## src/rtl/simd_ge_pkg.sv

```systemverilog
`timescale 1ns/1ps
package simd_ge_pkg;

    localparam int OP_W = 4;

    localparam logic [OP_W-1:0] OP_PICK   = 4'd8;
    localparam logic [OP_W-1:0] OP_FLAGLD = 4'd9;

    typedef enum logic [1:0] {
        K_IDLE,
        K_ARITH,
        K_PICK,
        K_FLAGLD
    } op_kind_e;

    typedef struct packed {
        op_kind_e kind;
        logic     sub;
        logic     half;
        logic     sgn;
    } op_ctl_t;

endpackage

```

## src/rtl/simd_ge_decode.sv

```systemverilog
`timescale 1ns/1ps
module simd_ge_decode
    import simd_ge_pkg::*;
(
    input  logic            valid_i,
    input  logic [OP_W-1:0] op_i,
    output op_ctl_t         ctl_o
);

    always_comb begin
        ctl_o.kind = K_IDLE;
        ctl_o.sub  = op_i[0];
        ctl_o.half = op_i[1];
        ctl_o.sgn  = op_i[2];
        if (valid_i) begin
            if (!op_i[3]) begin
                ctl_o.kind = K_ARITH;
            end else if (op_i == OP_PICK) begin
                ctl_o.kind = K_PICK;
            end else if (op_i == OP_FLAGLD) begin
                ctl_o.kind = K_FLAGLD;
            end
        end
    end

endmodule

```

## src/rtl/simd_lane_addsub.sv

```systemverilog
`timescale 1ns/1ps
module simd_lane_addsub #(
    parameter int LANE_W = 8
) (
    input  logic [LANE_W-1:0] a_i,
    input  logic [LANE_W-1:0] b_i,
    input  logic              sub_i,
    input  logic              sgn_i,
    output logic [LANE_W-1:0] sum_o,
    output logic              ge_o
);

    localparam int EXT_W = LANE_W + 1;

    logic [EXT_W-1:0] a_ext;
    logic [EXT_W-1:0] b_ext;
    logic [EXT_W-1:0] raw;

    // One extra bit holds the exact sign (signed or subtract) or the carry (unsigned add).
    always_comb begin
        a_ext = {sgn_i & a_i[LANE_W-1], a_i};
        b_ext = {sgn_i & b_i[LANE_W-1], b_i};
        raw   = sub_i ? (a_ext - b_ext) : (a_ext + b_ext);
        sum_o = raw[LANE_W-1:0];
        ge_o  = (!sub_i && !sgn_i) ? raw[LANE_W] : ~raw[LANE_W];
    end

endmodule

```

## src/rtl/simd_ge_alu.sv

```systemverilog
`timescale 1ns/1ps
module simd_ge_alu
    import simd_ge_pkg::*;
#(
    parameter int WORD_W = 32,
    parameter int BYTE_W = 8
) (
    input  logic              clk,
    input  logic              rst_n,
    input  logic              valid_i,
    input  logic [3:0]        op_i,
    input  logic [WORD_W-1:0] a_i,
    input  logic [WORD_W-1:0] b_i,
    output logic [WORD_W-1:0] result_o,
    output logic [3:0]        ge_o
);

    localparam int N_BYTE = WORD_W / BYTE_W;
    localparam int HALF_W = 2 * BYTE_W;
    localparam int N_HALF = WORD_W / HALF_W;

    op_ctl_t ctl;

    logic [WORD_W-1:0] byte_sum;
    logic [WORD_W-1:0] half_sum;
    logic [N_BYTE-1:0] byte_ge;
    logic [N_HALF-1:0] half_ge;
    logic [N_BYTE-1:0] half_ge_pairs;
    logic [WORD_W-1:0] pick_word;

    logic [WORD_W-1:0] res_q, res_d;
    logic [N_BYTE-1:0] ge_q, ge_d;

    simd_ge_decode u_dec (
        .valid_i (valid_i),
        .op_i    (op_i),
        .ctl_o   (ctl)
    );

    for (genvar k = 0; k < N_BYTE; k++) begin : g_byte
        simd_lane_addsub #(.LANE_W(BYTE_W)) u_lane (
            .a_i   (a_i[k*BYTE_W +: BYTE_W]),
            .b_i   (b_i[k*BYTE_W +: BYTE_W]),
            .sub_i (ctl.sub),
            .sgn_i (ctl.sgn),
            .sum_o (byte_sum[k*BYTE_W +: BYTE_W]),
            .ge_o  (byte_ge[k])
        );
        assign pick_word[k*BYTE_W +: BYTE_W] =
            ge_q[k] ? a_i[k*BYTE_W +: BYTE_W] : b_i[k*BYTE_W +: BYTE_W];
    end

    for (genvar h = 0; h < N_HALF; h++) begin : g_half
        simd_lane_addsub #(.LANE_W(HALF_W)) u_lane (
            .a_i   (a_i[h*HALF_W +: HALF_W]),
            .b_i   (b_i[h*HALF_W +: HALF_W]),
            .sub_i (ctl.sub),
            .sgn_i (ctl.sgn),
            .sum_o (half_sum[h*HALF_W +: HALF_W]),
            .ge_o  (half_ge[h])
        );
        assign half_ge_pairs[2*h +: 2] = {2{half_ge[h]}};
    end

    always_comb begin
        res_d = res_q;
        ge_d  = ge_q;
        unique case (ctl.kind)
            K_ARITH: begin
                res_d = ctl.half ? half_sum : byte_sum;
                ge_d  = ctl.half ? half_ge_pairs : byte_ge;
            end
            K_PICK: begin
                res_d = pick_word;
            end
            K_FLAGLD: begin
                ge_d = a_i[N_BYTE-1:0];
            end
            K_IDLE: begin
            end
        endcase
    end

    always_ff @(posedge clk or negedge rst_n) begin
        if (!rst_n) begin
            res_q <= '0;
            ge_q  <= '0;
        end else begin
            res_q <= res_d;
            ge_q  <= ge_d;
        end
    end

    assign result_o = res_q;
    assign ge_o     = ge_q;

endmodule

```

## config.mk

```make
export PLATFORM = sky130hd
export DESIGN_NAME = simd_ge_alu
export DESIGN_NICKNAME = d
export VERILOG_FILES = /design/src/rtl/simd_ge_pkg.sv /design/src/rtl/simd_ge_decode.sv /design/src/rtl/simd_lane_addsub.sv /design/src/rtl/simd_ge_alu.sv
export SDC_FILE = /design/constraint.sdc
export NUM_CORES = 1
export LEC_CHECK = 0
export ABC_AREA = 1
export BUFFER_PORTS_ARGS = -buffer_cell sky130_fd_sc_hd__buf_4
export CORE_ASPECT_RATIO = 0.75
export CORE_MARGIN = 2
export CORE_UTILIZATION = 55
export CTS_BUF_LIST = sky130_fd_sc_hd__clkbuf_8 sky130_fd_sc_hd__clkbuf_16
export CTS_CLUSTER_SIZE = 14
export DETAILED_ROUTE_END_ITERATION = 10
export PLACE_DENSITY = 0.74
export SLEW_MARGIN = 10
export SYNTH_ARGS = -nofsm -noshare
export SYNTH_HDL_FRONTEND = slang
export SYNTH_HIERARCHICAL = 1
export SYNTH_SLANG_ARGS = --single-unit
```

## constraint.sdc

```tcl
create_clock -name clk -period 1.65 [get_ports clk]
set_input_delay 0.33 -clock clk [delete_from_list [all_inputs] [get_ports clk]]
set_output_delay 0.33 -clock clk [all_outputs]
set_load 0.1 [all_outputs]
```

Yosys cells after proc, flatten, opt, wreduce, memory -nomap -nowiden
Index checks and enable logic that the tools add are counted. W data, S select, Z words.

Add/subtract/negate cells: 12. Equality and inequality tests: 5. Multiplexer cells: 24. Bitwise logic cells: 14. Reductions and logical operators: 5.

Operator list (number): $pmux W32 S2 (1); $add A9 B9 Y9 (4); $mux W9 (4); $sub A9 B9 Y9 (4); $add A17 B17 Y17 (2); $mux W17 (2); $sub A17 B17 Y17 (2); $mux W32 (1); $mux W8 (4); $and A1 B1 Y1 (8); $eq A4 B4 Y1 const B (2); $mux W2 (4); $pmux W4 S2 (1); $mux W1 (6); $not A1 Y1 (6); $eq A2 B2 Y1 const B (2); $mux W4 (1); $reduce_bool A2 Y1 (2); $eq A2 B1 Y1 const B (1); $logic_not A1 Y1 (2); $logic_and A1 B1 Y1 (1).

Flip-flop bits (word level): 36. Bits of input ports: 71. Output and inout bits: 36. Word-level logic and storage cells: 62.

Logic depth before layout (Yosys ltp)
Depth in word-level cells: 7. Gate-level depth with buffers: 24. Mapped depth without buffers: 24.

Cells and area by module
The synthesis kept the hierarchy.

By module, submodules not included: simd_ge_alu (instances 1, cells each 548, area an instance 3243.1 µm², seq. area each 900.9 µm²); simd_lane_addsub at g_byte[0].u_lane ... (instances 4, cells each 108, area an instance 590.6 µm², seq. area each 0.0 µm²); simd_lane_addsub at g_half[1].u_lane (instances 1, cells each 231, area an instance 1346.3 µm², seq. area each 0.0 µm²); simd_lane_addsub at g_half[0].u_lane (instances 1, cells each 229, area an instance 1307.5 µm², seq. area each 0.0 µm²); simd_ge_decode (instances 1, cells each 8, area an instance 50.0 µm², seq. area each 0.0 µm²).

Worst setup path before layout
No wires, ideal clock.

Kind: input-to-reg. Start: input op_i[0]. End: register ge_q[0], in the netlist ge_o[0]. Library setup time: 0.119 ns. Arrival: 2.558 ns. Data required time: 1.531 ns. Slack: -1.027 ns. Cell stages on the path: 23. Path buffers: 3. Cells stage by stage: buf_4 buf_2 inv_1 buf_2 o21ai_1 nand2_1 xor2_1 inv_1 ha_1 nand2_1 inv_2 nand2_1 nand2_1 a21oi_1 nand3_1 nand2_1 nand2_1 nand2_1 inv_1 nand2_1 nand2_1 nor2_1 nor2_1.

Elaborated cells on any way between the ends: 19. Classes of those cells: eq/ne (4); mux (10); bitwise (2); reduce/logical (3).

RTL lines: start: declaration (RTL line simd_ge_alu.sv:11) `input logic [3:0] op_i,`; $mux W17 / $logic_not A1 Y1 (equally long branches) (RTL line simd_lane_addsub.sv:23, simd_lane_addsub.sv:25); $not A1 Y1 / $logic_and A1 B1 Y1 (equally long branches) (RTL line simd_lane_addsub.sv:25) `ge_o = (!sub_i && !sgn_i) ? raw[LANE_W] : ~raw[LANE_W];`; $mux W1 * (RTL line simd_lane_addsub.sv:25); via half_ge[0] (RTL line simd_ge_alu.sv:27) `logic [N_HALF-1:0] half_ge;`; $mux W4 * (RTL line simd_ge_alu.sv:71) `ge_d = ctl.half ? half_ge_pairs : byte_ge;`; $pmux W4 S2 * (RTL line simd_ge_alu.sv:68) `unique case (ctl.kind)`; end signal: assignment (RTL line simd_ge_alu.sv:90) `ge_q <= ge_d;`; end: declaration (RTL line simd_ge_alu.sv:32) `logic [N_BYTE-1:0] ge_q, ge_d;`.

Mark *: on every way through the listed nets, which the timed path passes. The rest lies on a longest branch. A chain may end at the register's enable or synchronous reset.

Worst setup path after layout
Start: input b_i[19]. End: register ge_q[3], in the netlist ge_o[3].

Word-level cells in the longest chain between the ends: 6. Elaborated cells on any way between the ends: 7. Classes of those cells: add/sub (2); mux (4); bitwise (1).

Ends and longest elaborated chain: start: declaration (RTL line simd_ge_alu.sv:13) `input logic [WORD_W-1:0] b_i,`; $add A17 B17 Y17 / $sub A17 B17 Y17 (equally long branches) (RTL line simd_lane_addsub.sv:23) `raw = sub_i ? (a_ext - b_ext) : (a_ext + b_ext);`; $mux W17 * (RTL line simd_lane_addsub.sv:23); $not A1 Y1 (RTL line simd_lane_addsub.sv:25); $mux W1 * (RTL line simd_lane_addsub.sv:25); via half_ge[1] (RTL line simd_ge_alu.sv:27); $mux W4 * (RTL line simd_ge_alu.sv:71); $pmux W4 S2 * (RTL line simd_ge_alu.sv:68).

Marks and branches as above.

==> out/results.md <==
### STA
* 0.008194 ns — worst clock skew
* 0 — number of max-slew violations in the final report
* 2.643 ns — post-layout minimum cycle time
* 66.20% — max_slew headroom
* 0 — final number of hold-violating endpoints
* -22.12 ns — Setup TNS
* 33 — Final setup violation count
* 0.5070 ns — transition time at the pin with the least slew margin
* 0.009363 ns — Hold Worst Slack
* 160.2% — Period Utilization, post-route
* -0.9931 ns — final worst-path setup slack
* 378.3 MHz — highest attainable clock frequency
* true — setup repair after global routing missed its margin

### Finish
* 49.06% — signed area change from the synthesized netlist to the final layout
* 84.85% — post-layout utilization of the core
* 1,948 — final non-filler cell total
* 1,897 — layout net count
* sky130_fd_sc_hd__nand2_1 — most common library cell in the layout ignoring fill and taps
* 934 — number of inserted filler cells in the final layout
* 37.76% — share of layout cells above drive strength 1
* 0.01239 mm2 — final design area excluding fillers
* 0 — diodes inserted
* 408 x sky130_fd_sc_hd__nand2_1, 290 x sky130_fd_sc_hd__buf_4, 263 x sky130_fd_sc_hd__inv_1, 95 x sky130_fd_sc_hd__nand2_2, 91 x sky130_fd_sc_hd__nor2_1 — most frequent cells in the layout

### Logic synthesis
* 7.920% — synthesized-area fraction occupied by ao, oa, aoi and oai cells
* simple AND/OR/NAND/NOR gates — dominant combinational cell family by area after synthesis
* sky130_fd_sc_hd__nand2_1 — cell type with the highest aggregate area in the netlist
* 6 — warning count from the yosys run
* 42.51% — Synth Area in Simple Gates
* 0.008309 mm2 — cell area after synthesis
* 0% — multiplexer share of the synthesized area
* 1,598 — number of nets in the synthesized netlist
* 9.276% — Post-Synth XOR/XNOR Area
* 21.50% — area share of the largest cell type after synthesis
* 5.738 um2 — per-instance average area after synthesis
* 1,448 — number of standard cells after synthesis
* 100.0% — async set-reset flop share out of synthesis
* 0 — count of flip-flops with a built-in enable after synthesis
* 44 — count of unique library cells instantiated by Yosys
* 12.44% — adder-cell share of the synthesized area
* 36 — post-synthesis sequential element count
* sky130_fd_sc_hd__dfrtp_1 — main flop type after synthesis
* 10.84% — post-synthesis sequential area ratio
* sky130_fd_sc_hd__nand2_1 22%, sky130_fd_sc_hd__inv_1 13%, sky130_fd_sc_hd__ha_1 11% — largest cells by area after synthesis

### CTS
* 5 — clock buffers created by TritonCTS
* 36 — sink count of the clock tree
* sky130_fd_sc_hd__clkbuf_16 — Clock Root Buffer
* 0.29 ns — clk_lat worst skew
* 0.06 ns — clock-pin slew on the worst setup and hold paths
* 0 — Hold-fix buffers, CTS
* 2 — depth of the CTS H-tree
* done — TritonCTS clock tree
* 2 — number of buffers on the longest clock path

### Placed design
* 1,905 — placed cell count
* -1.290 ns — Setup Slack @ Placement
* 0.9244 — gpl congestion
* 21,070 um — DP HPWL
* 106 — port bufs
* 0.01087 mm2 — Post-Place Cell Area

### Power
* 10.09 mW — Total Power Consumption
* 1762 uV — highest ir drop seen on vdd
* 814.7 mW/mm2 — pwr dens
* 7.032 nW — Static Leak

### Critical path
* 1.83 ns — data required time at the worst endpoint
* simple AND/OR/NAND/NOR gates — family of cells with the greatest summed delay on the critical path
* ge_o[3]$_DFFE_PN0P_ — worst r2r src
* 6 — cells on worst reg2reg path
* input port to register — category of the most critical setup path
* sky130_fd_sc_hd__nand2_2 — critical path's most frequent cell
* register — endpoint type of the worst setup path
* 4 — Crit Path Max Fanout
* 0.36 ns — CP max stage delay
* 2.82 ns — data arrival time of the critical path
* result_o[31]$_DFFE_PN0P_ — end of the worst register-to-register path
* input port — kind of launch point of the worst setup path
* 0.41 ns — reg2reg setup slack
* sky130_fd_sc_hd__ha_1 — cell with the largest stage delay on the worst path
* 4 — CP bufs+invs
* buf_8 -> nor2_4 -> nand4_1 -> nor2_4 -> nand3_2 -> nand2_4 -> nand2_4 -> xnor2_2 -> ha_1 -> nand2_2 -> inv_2 -> nand2_2 -> nand2_2 -> a21oi_2 -> buf_4 -> nand3_2 -> nand2_2 -> nand2_2 -> inv_2 -> nor2_2 -> nand2_1 -> nand2_1 -> nor2_1 -> nor2_1 — cells traversed along the worst timing path

### Route
* 5.196 — Via density
* 0 — Final ANT Viol Nets
* 840 — 1st-iter DRT viols
* 5 — Initial DRT Pass Iterations
* 29,370 um — total detailed-routing wirelength
* 10,120 — detailed-route via count
* 15.07 um — average wire length per cell after detail routing
* 0 — DRC viols

### Die
* 38 — num rows
* 145.9 um — Die Width
* 107 — Top Ports
* 0.01612 mm2 — die outline area
* 110.4 um — vertical die dimension
* 0.01460 mm2 — Floorplan Core Area
* 56.93% — initial cell density of the core

### Global route
* 37 — maximum number of pins on one net before global-route repair
* 0 — number of antenna violations at the first check in global routing
* 33.42% — total routing usage reported by global routing
* 44,720 um — global-route wire length before repair
* 9,419 — vias in the first global route
* 0 — sum of overflow across all layers after global routing

### Flow run
* 0 — total of max-cap violations

### Run status
* finished with violations — status
* setup timing — violations in the final reports

### Min path
* input port to asynchronous set/reset pin — type of the worst min-delay path

## kinds of logic (layout without fill, tap and decap cells)
family / after synthesis / after routing
XOR/XNOR: 88 / 88
adder cells (fa/ha/maj): 79 / 79
buffers and inverters: 335 / 635
AND/OR/NAND/NOR: 799 / 799
AO/OA/AOI/OAI: 111 / 111
flip-flops: 36 / 36
## report_power, final
part           internal (mW)  leakage, nW  total [mW]  switching [mW]
Sequential              1.12        0.435        1.32           0.200
Combinational           2.77         6.52        7.79            5.01
Clock                  0.558       0.0736       0.980           0.422
Total                   4.45         7.03        10.1            5.64
## final cells by class
type / instances / area [um2] / area share (%)
Inverter: 302 / 1199 / 9.678
Tap cell: 200 / 250.2 / 2.020
Timing Repair Buffer: 325 / 2659 / 21.47
Clock inverter: 3 / 18.77 / 0.1515
Clock buffer: 5 / 125.1 / 1.010
Multi-Input combinational cell: 1077 / 7233 / 58.40
Sequential cell: 36 / 900.9 / 7.273
## registers in the layout (all words and copies together) (netlist names)
| register | count |
|---|---|
| ge_o | 4 |
| result_o | 32 |
## cells in the mapped netlist, types with 2 or more instances
cell / count
sky130_fd_sc_hd__a21boi_0: 4
sky130_fd_sc_hd__a21o_1: 6
sky130_fd_sc_hd__a21oi_1: 44
sky130_fd_sc_hd__a21oi_2: 5
sky130_fd_sc_hd__a31oi_1: 7
sky130_fd_sc_hd__and2_1: 2
sky130_fd_sc_hd__and2_2: 4
sky130_fd_sc_hd__and2_4: 2
sky130_fd_sc_hd__buf_12: 3
sky130_fd_sc_hd__buf_2: 8
sky130_fd_sc_hd__buf_4: 13
sky130_fd_sc_hd__buf_6: 5
sky130_fd_sc_hd__clkbuf_1: 3
sky130_fd_sc_hd__dfrtp_1: 36
sky130_fd_sc_hd__fa_1: 6
sky130_fd_sc_hd__ha_1: 73
sky130_fd_sc_hd__inv_1: 295
sky130_fd_sc_hd__inv_2: 4
sky130_fd_sc_hd__nand2_1: 476
sky130_fd_sc_hd__nand2_2: 41
sky130_fd_sc_hd__nand3_1: 99
sky130_fd_sc_hd__nand3_2: 24
sky130_fd_sc_hd__nand3b_1: 2
sky130_fd_sc_hd__nand4_1: 13
sky130_fd_sc_hd__nor2_1: 108
sky130_fd_sc_hd__nor2_2: 10
sky130_fd_sc_hd__nor2_4: 3
sky130_fd_sc_hd__nor3_1: 2
sky130_fd_sc_hd__o21ai_0: 20
sky130_fd_sc_hd__o21ai_1: 5
sky130_fd_sc_hd__o21bai_1: 10
sky130_fd_sc_hd__o22ai_1: 4
sky130_fd_sc_hd__o31ai_1: 4
sky130_fd_sc_hd__or2_1: 11
sky130_fd_sc_hd__xnor2_1: 29
sky130_fd_sc_hd__xor2_1: 59
## worst reg2reg max path, delay by kind of cell (launching register included)
family                 cells  cell delay, ns
buffers and inverters      1            0.28
flip-flops                 1            0.46
AND/OR/NAND/NOR            5            0.40
## routing by layer
layer,wire [um],vias to the layer above,GRT usage [%]
met3,2524,75,4.545
met4,765,0,8.105
li1,-,4992,-
met1,13140,4569,48.28
met5,0,-,0
met2,12940,486,52.55
## worst max path at each step
stage            start             endpoint  slack, ns  depth (start not counted)
3_5_place_dp   b_i[16]  ge_o[3]$_DFFE_PN0P_      -1.29                         22
4_1_cts        b_i[16]  ge_o[3]$_DFFE_PN0P_      -0.89                         25
6_report       b_i[19]  ge_o[3]$_DFFE_PN0P_      -0.99                         24
2_1_floorplan  b_i[17]  ge_o[2]$_DFFE_PN0P_      -0.77                         23
3_3_place_gp   b_i[16]  ge_o[3]$_DFFE_PN0P_      -1.27                         22
5_1_grt        b_i[19]  ge_o[2]$_DFFE_PN0P_      -1.17                         23
## timing repair
item | 4_1_cts | 5_1_grt
setup endpoints to repair | 36 | 36
pin swaps | 118 | 122
buffers inserted | 20 | 16
resized for setup | 137 | 137
Power figures use the tool's default switching activity.
